<file path="src/rtl/sac_pkg.sv">
package sac_pkg;
  localparam int unsigned BUS_W     = 8;
  localparam int unsigned GRP_REGS  = 0;
  localparam int unsigned GRP_CNT   = 1;
  localparam int unsigned GRP_CMP0  = 2;
  localparam int unsigned OFF_CTRL  = 0;
  localparam int unsigned OFF_STAT  = 1;
  localparam int unsigned OFF_MASK  = 2;
  localparam int unsigned STAT_BUSY = 7;

  typedef enum logic [1:0] {
    LD_IDLE   = 2'd0,
    LD_SETTLE = 2'd1,
    LD_PEND   = 2'd2
  } ld_phase_t;
endpackage

</file>
<file path="src/rtl/sac_count_core.sv">
module sac_count_core
  import sac_pkg::*;
#(
  parameter int unsigned CW = 32
) (
  input  logic          clk,
  input  logic          rst,
  input  logic          tick_en,
  input  logic          run,
  input  logic          commit,
  input  logic [CW-1:0] commit_val,
  output logic [CW-1:0] cnt,
  output logic [CW-1:0] cnt_nxt,
  output logic          inc_evt,
  output logic          wrap_evt,
  output logic          busy
);
  logic [CW-1:0] pend;
  ld_phase_t     phase;
  logic          load;

  always_comb begin
    load     = tick_en && (phase == LD_PEND) && !commit;
    inc_evt  = tick_en && run && !load;
    cnt_nxt  = cnt + 1'b1;
    wrap_evt = inc_evt && (cnt == '1);
    busy     = (phase != LD_IDLE);
  end

  always_ff @(posedge clk) begin
    if (rst) begin
      cnt   <= '0;
      pend  <= '0;
      phase <= LD_IDLE;
    end else begin
      if (load)         cnt <= pend;
      else if (inc_evt) cnt <= cnt_nxt;
      if (commit) begin
        pend  <= commit_val;
        phase <= LD_PEND;
      end else if (tick_en) begin
        case (phase)
          LD_PEND:   phase <= LD_SETTLE;
          LD_SETTLE: phase <= LD_IDLE;
          default:   phase <= LD_IDLE;
        endcase
      end
    end
  end

  // without a tick the count never moves
  a_r2_hold: assert property (@(posedge clk) disable iff (rst)
    !tick_en |=> $stable(cnt));
  // a commit raises busy at once
  a_r6_busy_set: assert property (@(posedge clk) disable iff (rst)
    commit |=> busy);
  // first tick after a commit applies the pending value
  a_r6_load: assert property (@(posedge clk) disable iff (rst)
    (tick_en && phase == LD_PEND && !commit) |=> (cnt == $past(pend)));
endmodule

</file>
<file path="src/rtl/sac_cmp_chan.sv">
module sac_cmp_chan #(
  parameter int unsigned CW = 32
) (
  input  logic          clk,
  input  logic          rst,
  input  logic          wr_commit,
  input  logic [CW-1:0] wr_val,
  input  logic          inc_evt,
  input  logic [CW-1:0] cnt_nxt,
  output logic [CW-1:0] cmp_val,
  output logic          match_evt
);
  always_ff @(posedge clk) begin
    if (rst)            cmp_val <= '0;
    else if (wr_commit) cmp_val <= wr_val;
  end

  assign match_evt = inc_evt && (cnt_nxt == cmp_val);
endmodule

</file>
<file path="src/rtl/slow_alarm_counter.sv">
module slow_alarm_counter
  import sac_pkg::*;
#(
  parameter int unsigned CW  = 32,
  parameter int unsigned NCH = 3,
  parameter int unsigned AW  = 5
) (
  input  logic              clk,
  input  logic              rst,
  input  logic              tick_en,
  input  logic              bus_wr,
  input  logic              bus_rd,
  input  logic [AW-1:0]     bus_addr,
  input  logic [BUS_W-1:0]  bus_wdata,
  output logic [BUS_W-1:0]  bus_rdata,
  output logic              irq
);
  localparam int unsigned NB     = CW / BUS_W;
  localparam int unsigned OFF_W  = $clog2(NB);
  localparam int unsigned GRP_W  = AW - OFF_W;
  localparam int unsigned NFLAG  = NCH + 1;

  logic [GRP_W-1:0] grp;
  logic [OFF_W-1:0] off;
  logic             sel_regs, sel_cnt, sel_wide;
  logic [NCH-1:0]   sel_cmp, cmp_commit, match_evt;
  logic [CW-1:0]    cmp_vals [NCH];

  logic             run;
  logic [NFLAG-1:0] flags, mask, ev, clr;
  logic [CW-1:0]    temp, live, commit_val;
  logic [CW-1:0]    cnt, cnt_nxt;
  logic             inc_evt, wrap_evt, busy, cnt_commit;
  logic [BUS_W-1:0] stat_b, rd_mux;

  assign grp        = bus_addr[AW-1:OFF_W];
  assign off        = bus_addr[OFF_W-1:0];
  assign sel_regs   = (int'(grp) == GRP_REGS);
  assign sel_cnt    = (int'(grp) == GRP_CNT);
  assign sel_wide   = sel_cnt || (|sel_cmp);
  assign commit_val = {temp[CW-1:BUS_W], bus_wdata};
  assign cnt_commit = bus_wr && sel_cnt && (off == '0);

  sac_count_core #(.CW(CW)) u_core (
    .clk(clk), .rst(rst), .tick_en(tick_en), .run(run),
    .commit(cnt_commit), .commit_val(commit_val),
    .cnt(cnt), .cnt_nxt(cnt_nxt), .inc_evt(inc_evt),
    .wrap_evt(wrap_evt), .busy(busy)
  );

  for (genvar k = 0; k < NCH; k++) begin : g_ch
    assign sel_cmp[k]    = (int'(grp) == GRP_CMP0 + k);
    assign cmp_commit[k] = bus_wr && sel_cmp[k] && (off == '0);

    sac_cmp_chan #(.CW(CW)) u_ch (
      .clk(clk), .rst(rst), .wr_commit(cmp_commit[k]), .wr_val(commit_val),
      .inc_evt(inc_evt), .cnt_nxt(cnt_nxt),
      .cmp_val(cmp_vals[k]), .match_evt(match_evt[k])
    );

    // a match event is recorded in its status bit
    a_r7_match: assert property (@(posedge clk) disable iff (rst)
      match_evt[k] |=> flags[k+1]);
  end

  always_comb begin
    live = cnt;
    for (int k = 0; k < NCH; k++)
      if (sel_cmp[k]) live = cmp_vals[k];
  end

  always_comb begin
    ev  = {match_evt, wrap_evt};
    clr = (bus_wr && sel_regs && int'(off) == OFF_STAT) ? bus_wdata[NFLAG-1:0] : '0;
    stat_b = '0;
    stat_b[NFLAG-1:0] = flags;
    stat_b[STAT_BUSY] = busy;
    rd_mux = '0;
    if (sel_regs) begin
      case (int'(off))
        OFF_CTRL: rd_mux[0]         = run;
        OFF_STAT: rd_mux            = stat_b;
        OFF_MASK: rd_mux[NFLAG-1:0] = mask;
        default:  rd_mux            = '0;
      endcase
    end else if (sel_wide) begin
      if (off == '0) rd_mux = live[BUS_W-1:0];
      else           rd_mux = temp[BUS_W*off +: BUS_W];
    end
  end

  always_ff @(posedge clk) begin
    if (rst) begin
      run       <= 1'b0;
      flags     <= '0;
      mask      <= '0;
      temp      <= '0;
      bus_rdata <= '0;
      irq       <= 1'b0;
    end else begin
      flags     <= (flags & ~clr) | ev;
      irq       <= |(flags & mask);
      bus_rdata <= bus_rd ? rd_mux : '0;
      if (bus_wr && sel_regs && int'(off) == OFF_CTRL) run  <= bus_wdata[0];
      if (bus_wr && sel_regs && int'(off) == OFF_MASK) mask <= bus_wdata[NFLAG-1:0];
      if (bus_wr && sel_wide && off != '0)
        temp[BUS_W*off +: BUS_W] <= bus_wdata;
      else if (bus_rd && sel_wide && off == '0)
        temp <= live;
    end
  end

  // wrap sets the overflow flag
  a_r3_wrap: assert property (@(posedge clk) disable iff (rst)
    wrap_evt |=> flags[0]);
  // write-one clears the overflow flag when no new event coincides
  a_r8_clear: assert property (@(posedge clk) disable iff (rst)
    (bus_wr && sel_regs && int'(off) == OFF_STAT && bus_wdata[0] && !wrap_evt)
      |=> !flags[0]);
  // idle bus returns zero data
  a_r10_idle: assert property (@(posedge clk) disable iff (rst)
    !bus_rd |=> (bus_rdata == '0));
endmodule

</file>
<file path="config.mk">
export PLATFORM = sky130hd
export DESIGN_NAME = slow_alarm_counter
export DESIGN_NICKNAME = d
export VERILOG_FILES = /design/src/rtl/sac_pkg.sv /design/src/rtl/sac_count_core.sv /design/src/rtl/sac_cmp_chan.sv /design/src/rtl/slow_alarm_counter.sv
export SDC_FILE = /design/constraint.sdc
export NUM_CORES = 1
export LEC_CHECK = 0
export CAP_MARGIN = 0
export CORE_MARGIN = 3
export CORE_UTILIZATION = 57
export CTS_BUF_LIST = sky130_fd_sc_hd__clkbuf_16
export DETAILED_ROUTE_END_ITERATION = 12
export MAX_ROUTING_LAYER = met4
export PLACE_DENSITY = 0.82
export SYNTH_ARGS = -nofsm -noshare
export SYNTH_HDL_FRONTEND = slang
export SYNTH_SLANG_ARGS = --single-unit
</file>
<file path="constraint.sdc">
create_clock -name clk -period 3.45 [get_ports clk]
set_clock_uncertainty 0.15 [all_clocks]
set_input_delay 0.69 -clock clk [delete_from_list [all_inputs] [get_ports clk]]
set_output_delay 0.69 -clock clk [all_outputs]
set_load 0.02 [all_outputs]
</file>
Word-level counts from Yosys, hierarchy flattened
Index checks and enable logic that the tools add are counted.
Widths: inputs -> output; s select.
{ "word_totals": {"output_inout_bits": 9, "ff_bits": 212, "word_cells": 90} }
{ "classes": {"mux": 18, "n_reduce_logical": 38, "bitwise_logic": 5, "n_shift": 3, "add_sub_neg": 2, "eq_ne": 11} }
{ "op_table": {"columns": ["cell", "n"], "rows": [
  ["$mux 32", 7],
  ["$eq 32x32->1", 3],
  ["$neg 5->34", 1],
  ["$shift 8x34->32 const A", 1],
  ["$shiftx 8x34->32", 1],
  ["$add 32x1->32 const B", 1],
  ["$bwmux 32", 1],
  ["$eq 32x32->1 const B", 1],
  ["$shiftx 32x6->8", 1],
  ["$logic_and 1x1->1", 24],
  ["$mux 8", 3],
  ["$reduce_bool 2->1", 5],
  ["$and 4x4->4", 2],
  ["$mux 4", 2],
  ["$eq 3x2->1 const B", 2],
  ["$pmux 3 s2", 1],
  ["$eq 2x2->1 const B", 2],
  ["$mux 2", 2],
  ["$not 4->4", 1],
  ["$or 4x4->4", 1],
  ["$reduce_or 2->1", 2],
  ["$reduce_or 4->1", 1],
  ["$eq 3x1->1 const B", 1],
  ["$eq 3x3->1 const B", 1],
  ["other kinds (9)", 10]
]} }

Longest topological paths before layout
Gate-level depths: netlist of the first run.
{ "logic_depth": {"word_depth": 9, "ltp_mapped": 12} }

Hierarchy
From an unflattened synthesis of the first run, not the netlist that was laid out.
{ "unflattened": {"cells_unflattened": 1326, "area_unflattened_um2": 11892.7} }
{ "by_module_without_submodules": {"columns": ["mod", "seq_area_each_um2", "cells_per_inst", "instances", "area_each_um2"], "rows": [
  ["sac_cmp_chan", 640.6, 147, 3, 1475.2],
  ["sac_count_core", 1321.3, 472, 1, 3818.7],
  ["slow_alarm_counter", 1001.0, 413, 1, 3648.5]
]} }

Least setup slack after synthesis of the first run
OpenSTA, ideal clock, no wires.
{ "synth_timing": {"kind": "reg-to-reg", "start": "register u_core.cnt[1]", "end": "register flags[3]", "required_time_ns": 3.213, "setup_slack_ns": 0.092, "period_less_slack_ns": 3.358, "stages_incl_launch_ff": 11, "setup_ns": 0.087, "t_arrival_ns": 3.121, "cell_sequence": "dfxtp_1 ha_1 nand3_2 or4_4 buf_6 nor4_1 nand2_1 xnor2_1 a2111o_1 or4_1 o31ai_1"} }
{ "synth_via": {"elab_chain_cells": 4} }
{ "synth_rtl": {"columns": ["item", "line", "rtl"], "rows": [
  ["start: declaration", "sac_count_core.sv:12", "output logic [CW-1:0] cnt,"],
  ["start signal: assignment", "sac_count_core.sv:36", "if (load) cnt <= pend;"],
  ["start signal: assignment", "sac_count_core.sv:37", "else if (inc_evt) cnt <= cnt_nxt;"],
  ["$add 32x1->32", "sac_count_core.sv:25", "cnt_nxt = cnt + 1'b1;"],
  ["$eq 32x32->1", "sac_cmp_chan.sv:18", "assign match_evt = inc_evt && (cnt_nxt == cmp_val);"],
  ["$logic_and 1x1->1", "sac_cmp_chan.sv:18", null],
  ["$or 4x4->4", "slow_alarm_counter.sv:101", "flags <= (flags & ~clr) | ev;"],
  ["end signal: assignment", "slow_alarm_counter.sv:101", null],
  ["end: declaration", "slow_alarm_counter.sv:30", "logic [NFLAG-1:0] flags, mask, ev, clr;"]
]} }
Every way passes these cells.
A chain may end at the register's enable or synchronous reset.

Final worst setup path of the first run
{ "layout_timing": {"start": "register u_core.cnt[9]", "end": "register flags[3]"} }
Same word-level chain as after synthesis.

==> results of run 1 <==
[where the power goes]
group | internal [uW] | switching [uW] | total (uW)
Clock | 1450 | 1070 | 2520
Sequential | 2460 | 24.7 | 2490
Combinational | 114 | 236 | 350
Total | 4030 | 1330 | 5360
[placed cells by master, fill, tap and decap left out, drive strengths merged, types with 9 or more instances in the layout]
master,synthesis,routed
nand2,336,336
dfxtp,212,212
a21oi,188,188
nor2,162,162
buf,25,126
xnor2,76,76
a211oi,63,63
mux2i,42,42
o21ai,37,37
xor2,35,35
nor3,29,29
nand3,28,28
inv,21,27
nand4,27,27
a221oi,25,25
clkbuf,106,25
clkdlybuf4s50,0,24
nor4,17,17
and3,14,14
or3,13,13
nor3b,11,11
or4,10,10
nor2b,10,10
nand2b,9,9
[kinds of logic (layout without fill, tap and decap cells)]
logic type,count (synthesis),after routing,share of synthesized area (%)
XOR/XNOR,113,113,8.42
flip-flops,212,212,35.1
buffers and inverters,152,213,5.07
multiplexers,52,52,5.15
AND/OR/NAND/NOR,694,694,26.0
adder cells (fa/ha/maj),5,5,0.517
AO/OA/AOI/OAI,380,380,19.8
[metal layers]
layer	wire length (um)	GRT usage (%)	up-vias	share of wire, %
met4	3760	25.8	0	7.3
met2	22600	68.6	944	44
met3	5890	8.06	233	11
li1	-	-	5744	-
met1	19200	57.6	6169	37
met5	0	-	-	0
[through the flow]
| stage | cell area [um2] | setup slack [ps] | hold WS (ps) | setup TNS [ps] | cells |
|---|---|---|---|---|---|
| after global routing | 14100 | 21.3 | 323 | 0 | 1939 |
| after detailed placement | 13200 | -167 | 297 | -221 | 1895 |
| after global placement | 13200 | -145 | 293 | -203 | 1895 |
| final | 14100 | 122 | 308 | 0 | 1939 |
| after floorplan | 12100 | 91.9 | 283 | 0 | 1608 |
| after CTS | 14000 | 5.38 | 304 | 0 | 1937 |
[worst reg2reg max path, cell delays in order, from the launching register on]
cell and delay, ps:
dfxtp_1 470, nand4_1 210, buf_4 200, nor4_2 300, buf_4 170, xnor2_1 250, xnor2_1 160, a211oi_2 270
buf_4 180, o2111ai_1 100, or4_1 560, o31ai_1 240
[timing repair]
action,4_1_cts,5_1_grt
buffers inserted,0,2
resized for setup,2,15
pin swaps,0,4
gates cloned,0,0
endpoints found under the setup margin,1,3
[area by class of cell]
class / count / share of cell area, %
Multi-Input combinational cell: 1244 / 52.3
Clock buffer: 25 / 4.45
Inverter: 21 / 0.561
Clock inverter: 17 / 0.908
Sequential cell: 212 / 30.2
Tap cell: 270 / 2.40
Timing Repair Buffer: 150 / 9.16
[final timing paths]
| check | from | endpoint | slack, ps | cells after the start |
|---|---|---|---|---|
| min | u_core.pend[25] | u_core.pend[25] | 310 | 2 |
| max reg2reg | u_core.cnt[9] | flags[3] | 120 | 11 |
| min reg2reg | u_core.pend[25] | u_core.pend[25] | 310 | 2 |
| max | u_core.cnt[9] | flags[3] | 120 | 11 |
[flip-flops by register name, indices dropped and copies added (netlist names)]
register / cells
u_core.pend: 32
mask: 4
flags: 4
bus_rdata: 8
g_ch.u_ch.cmp_val: 96
irq: 1
run: 1
u_core.phase: 2
temp: 32
u_core.cnt: 32
==> metrics.txt, run 1 <==
worst-path cell chain nand4_1 -> buf_4 -> nor4_2 -> buf_4 -> xnor2_1 -> xnor2_1 -> a211oi_2 -> buf_4 -> o2111ai_1 -> or4_1 -> o31ai_1; Max Clock Freq 300 MHz; Worst Path Buf+Inv 3; endpoints failing setup 0; top post-synthesis cells by area dfxtp_1, nand2_1, a21oi_1; flop and latch count out of synthesis 212; first-pass GRT wire length 75.7 mm; CTS clock-pin slew for the worst setup and hold paths 60 ps; die area 23000 um2; Netlist Area Pre-Place 12100 um2; Initial Util 58.8%; GR Overflow Total 0; Buffers on Ports 26; CP top delay family simple AND/OR/NAND/NOR gates; Hold Crit Class flip-flop to flip-flop; ANT nets after route 0; WP data arrival 3630 ps; top cell type's share of synthesized area 35.1%; number of warnings issued by yosys 0; Post-CTS Hold Fix Bufs 0; synth unique cells 75; die width 152 um; Layout area overhead 16.2%; DRC viols 0; outcome completed; register area share after synthesis 35.1%; post-layout min period 3330 ps; Max-Cap Viols 0; gate count after technology mapping 1608; CP Launch Type flip-flop; maximum vdd drop 0.000396 V; routed len/inst 26.6 um; # fillers 1742; num rows 52; layout cells sized above 1 11.8%; critical path fanouts, max 6; fin crit share 96.5%; Tot GR Track Use 45.4%; P per Cell Area 381 nW/um2; hold violation count in the final report 0; Post-synth EDFFs 0; ys flop type dfxtp_1; post-layout util 68.4%; Tightest Pin Transition 830 ps; most common cell in the netlist nand2_1; sequential cell area 4250 um2; overall via count from detail_route 13100; vias in the first global route 12100; most frequent cells after synthesis nand2_1, dfxtp_1, a21oi_1; CTS max path bufs 3; GP Congestion 1.08; Multi-input gate area 7350 um2; Tot Pwr 5360 uW; crit-path max cell delay 560 ps; Ports 27; Core Box Area 20600 um2; RSZ-0062 raised after global routing false; leak pwr 0.00487 uW; initial antenna violation count 0; n_diodes 0; kind of end point of the critical path flip-flop; slowest CP cell or4_1; Syn Nets 1631; Avg Inst Size Synth 7.52 um2; vias per std cell 6.75; insertion delay to the later sink of the worst-skew pair 530 ps; CTS root buffer clkbuf_16; htree depth 1; largest net degree at the start of global routing 93; most frequent CP cell buf_4; clk sink count 212; 1st-iter DRT viols 1961; FFs w/ async S/R, synth 0%; post-synth top area cell dfxtp_1; critical path type flip-flop to flip-flop; # nets final 1677; HPWL reported at the end of detailed placement 37.2 mm; Slew headroom 43.2%; Max Slew Vio Count 0; worst path required time 3750 ps; drt total wl 51.5 mm; TritonCTS clock tree done; total CTS buffers 25; drt pass-1 iters 7; die height 152 um
No activity file was read; power rests on OpenSTA's default activity.
==> run 2, diff against run 1 <==
--- a/config.mk
+++ b/config.mk
@@ -6,6 +6,7 @@
 export NUM_CORES = 1
 export LEC_CHECK = 0
 export CAP_MARGIN = 0
+export CORE_ASPECT_RATIO = 0.5
 export CORE_MARGIN = 3
 export CORE_UTILIZATION = 57
 export CTS_BUF_LIST = sky130_fd_sc_hd__clkbuf_16
==> run 2 against run 1 <==
  * Sequential cell count is the same
  * Sequential power is essentially flat
  * Non-clock buffer count down 1
  * Wire length increased by 1.9%
  * Via count is 0.69% higher
  * First-iteration DRC count grew 13%
  * Setup slack worse by 39 ps
  * Design area fell by 1.3%
  * Cell count fell by 0.52%
  * Sequential share of layout area up 0.38 points
==> metrics.txt, run 2 (synthesized netlist as in run 1, its figures left out) <==
outcome completed (unchanged); internal power 3820 uW (was 4030 uW); critical path type flip-flop to flip-flop (unchanged); Ports 27 (unchanged); 1st-iter DRT viols 2207 (was 1961); commonest non-fill, non-tap cell in the layout nand2_1 (unchanged); CTS max path bufs 3 (unchanged); fin crit share 97.6% (was 96.5%); Max Slew Vio Count 0 (unchanged); NetSw 1290 uW (was 1330 uW); GR Overflow Total 0 (unchanged); hold violation count in the final report 0 (unchanged); DRC viols 0 (unchanged); total negative slack 0 ps (unchanged); leak pwr 0.00479 uW (was 0.00487 uW); layout cells sized above 1 11.4% (was 11.8%); post-layout min period 3370 ps (was 3330 ps); max reg flops 96 (unchanged); ANT nets after route 0 (unchanged); combinational share of power 6.9% (was 6.5%); drt pass-1 iters 9 (was 7); num rows 36 (was 52); Final Non-Filler Cells 1929 (was 1939); die area 23100 um2 (was 23000 um2); vias per std cell 6.83 (was 6.75); htree depth 1 (unchanged); clock network power share 44.5% (was 47.0%); post-layout util 68.9% (was 68.4%); DP Area 13200 um2 (about the same); Core Box Area 20100 um2 (was 20600 um2); Tot Pwr 5120 uW (was 5360 uW); # nets final 1671 (was 1677); Placed Cells 1890 (was 1895); clk sink count 212 (unchanged); die width 212 um (was 152 um); overall via count from detail_route 13200 (was 13100); Max-Cap Viols 0 (unchanged); WP data arrival 3660 ps (was 3630 ps); Tot GR Track Use 46.9% (was 45.4%); first-pass GRT wire length 77.7 mm (was 75.7 mm); crit-path max cell delay 540 ps (was 560 ps); vias in the first global route 12300 (was 12100); Post-Layout Inst Area 13900 um2 (was 14100 um2); slowest CP cell or4_1 (unchanged); Slew headroom 39.6% (was 43.2%); endpoints failing setup 0 (unchanged); maximum vdd drop 0.000312 V (was 0.000396 V); Layout area overhead 14.7% (was 16.2%); Hold Crit Class flip-flop to flip-flop (unchanged); critical path fanouts, max 9 (was 6); Max Clock Freq 297 MHz (was 300 MHz); most frequent cells in the layout nand2_1, dfxtp_1, a21oi_1 (unchanged); Reg power frac 48.6% (was 46.5%); worst path required time 3750 ps (about the same); RSZ-0062 raised after global routing false (unchanged); insertion delay to the later sink of the worst-skew pair 530 ps (about the same); Buffers on Ports 26 (unchanged); CP Launch Type flip-flop (unchanged); Initial Util 60.1% (was 58.8%); Sw Share 25.3% (was 24.8%); # fillers 1680 (was 1742); total CTS buffers 20 (was 25); kind of end point of the critical path flip-flop (unchanged); HPWL reported at the end of detailed placement 38.0 mm (was 37.2 mm); largest net degree at the start of global routing 102 (was 93); GP Congestion 1.12 (was 1.08); die height 109 um (was 152 um); worst-path cell chain buf_4 -> nand4_1 -> buf_4 -> or3_1 -> nor3_1 -> buf_4 -> xnor2_1 -> nand2_1 -> a311o_1 -> or4_1 -> o31ai_1 (was nand4_1 -> buf_4 -> nor4_2 -> buf_4 -> xnor2_1 -> xnor2_1 -> a211oi_2 -> buf_4 -> o2111ai_1 -> or4_1 -> o31ai_1); most frequent CP cell buf_4 (unchanged); Reg with most FFs g_ch.u_ch.cmp_val (unchanged); routed len/inst 27.2 um (was 26.6 um); Tightest Pin Transition 906 ps (was 830 ps); drt total wl 52.4 mm (was 51.5 mm); TritonCTS clock tree done (unchanged); CTS clock-pin slew for the worst setup and hold paths 80 ps (was 60 ps); P per Cell Area 369 nW/um2 (was 381 nW/um2); initial antenna violation count 2 (was 0); CTS root buffer clkbuf_16 (unchanged)
[run 2: cell count changes in the layout (fill, tap and decap cells not counted), moves of 2 or more]
cell       before  now
clkbuf_16      25   21
buf_12          8    5
buf_4         116  118
diode_2         0    2
nor4_2          3    5
nor4_4          3    1
[run 2: path summary, 6_finish.rpt]
check / startpoint / endpoint / slack [ps] / cells after the start
worst max-delay path: u_core.cnt[0] / flags[3] / 80 / 11
worst max register to register: u_core.cnt[0] / flags[3] / 80 / 11
worst min register to register: u_core.pend[20] / u_core.pend[20] / 310 / 2
worst min-delay path: u_core.pend[20] / u_core.pend[20] / 310 / 2
[run 2: critical path, delay by kind of cell, from the launching register on]
| kind | cells | cell delay [ps] |
|---|---|---|
| AO/OA/AOI/OAI | 2 | 530 |
| XOR/XNOR | 1 | 180 |
| buffers and inverters | 3 | 600 |
| flip-flops | 1 | 340 |
| AND/OR/NAND/NOR | 5 | 1500 |
[run 2: per-layer routing]
layer,wire length [um],up-vias,global-route usage [%]
met3,9440,176,21.7
met1,20900,6142,61.7
li1,-,5722,-
met4,2200,0,14.8
met2,19900,1140,63.4
met5,0,-,-
[run 2: repair_timing]
action,4_1_cts,5_1_grt
endpoints found under the setup margin,0,3
gates resized for setup,0,13
hold buffers,0,0
setup buffers,0,2
[run 2: metrics by stage]
stage / setup slack, ps / hold WS [ps]
after floorplan: 91.9 / 283
after global placement: 83.8 / 291
after detailed placement: 40.8 / 297
after CTS: 31.4 / 307
after global routing: 2.01 / 327
final: 83.3 / 308
[run 2: final cells by class]
class | instances | area, um2 | share of cell area (%)
multi-input combinational | 1244 | 7330 | 52.8
sequential | 212 | 4250 | 30.6
timing repair buffer | 149 | 1240 | 8.95
clock buffer | 21 | 526 | 3.79
tap | 266 | 333 | 2.40
clock inverter | 14 | 115 | 0.830
inverter | 21 | 78.8 | 0.568
antenna | 2 | 5.00 | 0.0361
[run 2: power by group through the flow]
stage	sequential (uW)	combinational, uW	clock, uW
after global placement	2540	328	0
after floorplan	2530	193	0
after global routing	2480	365	2360
after CTS	2480	334	2270
final	2490	355	2280
after detailed placement	2540	333	0
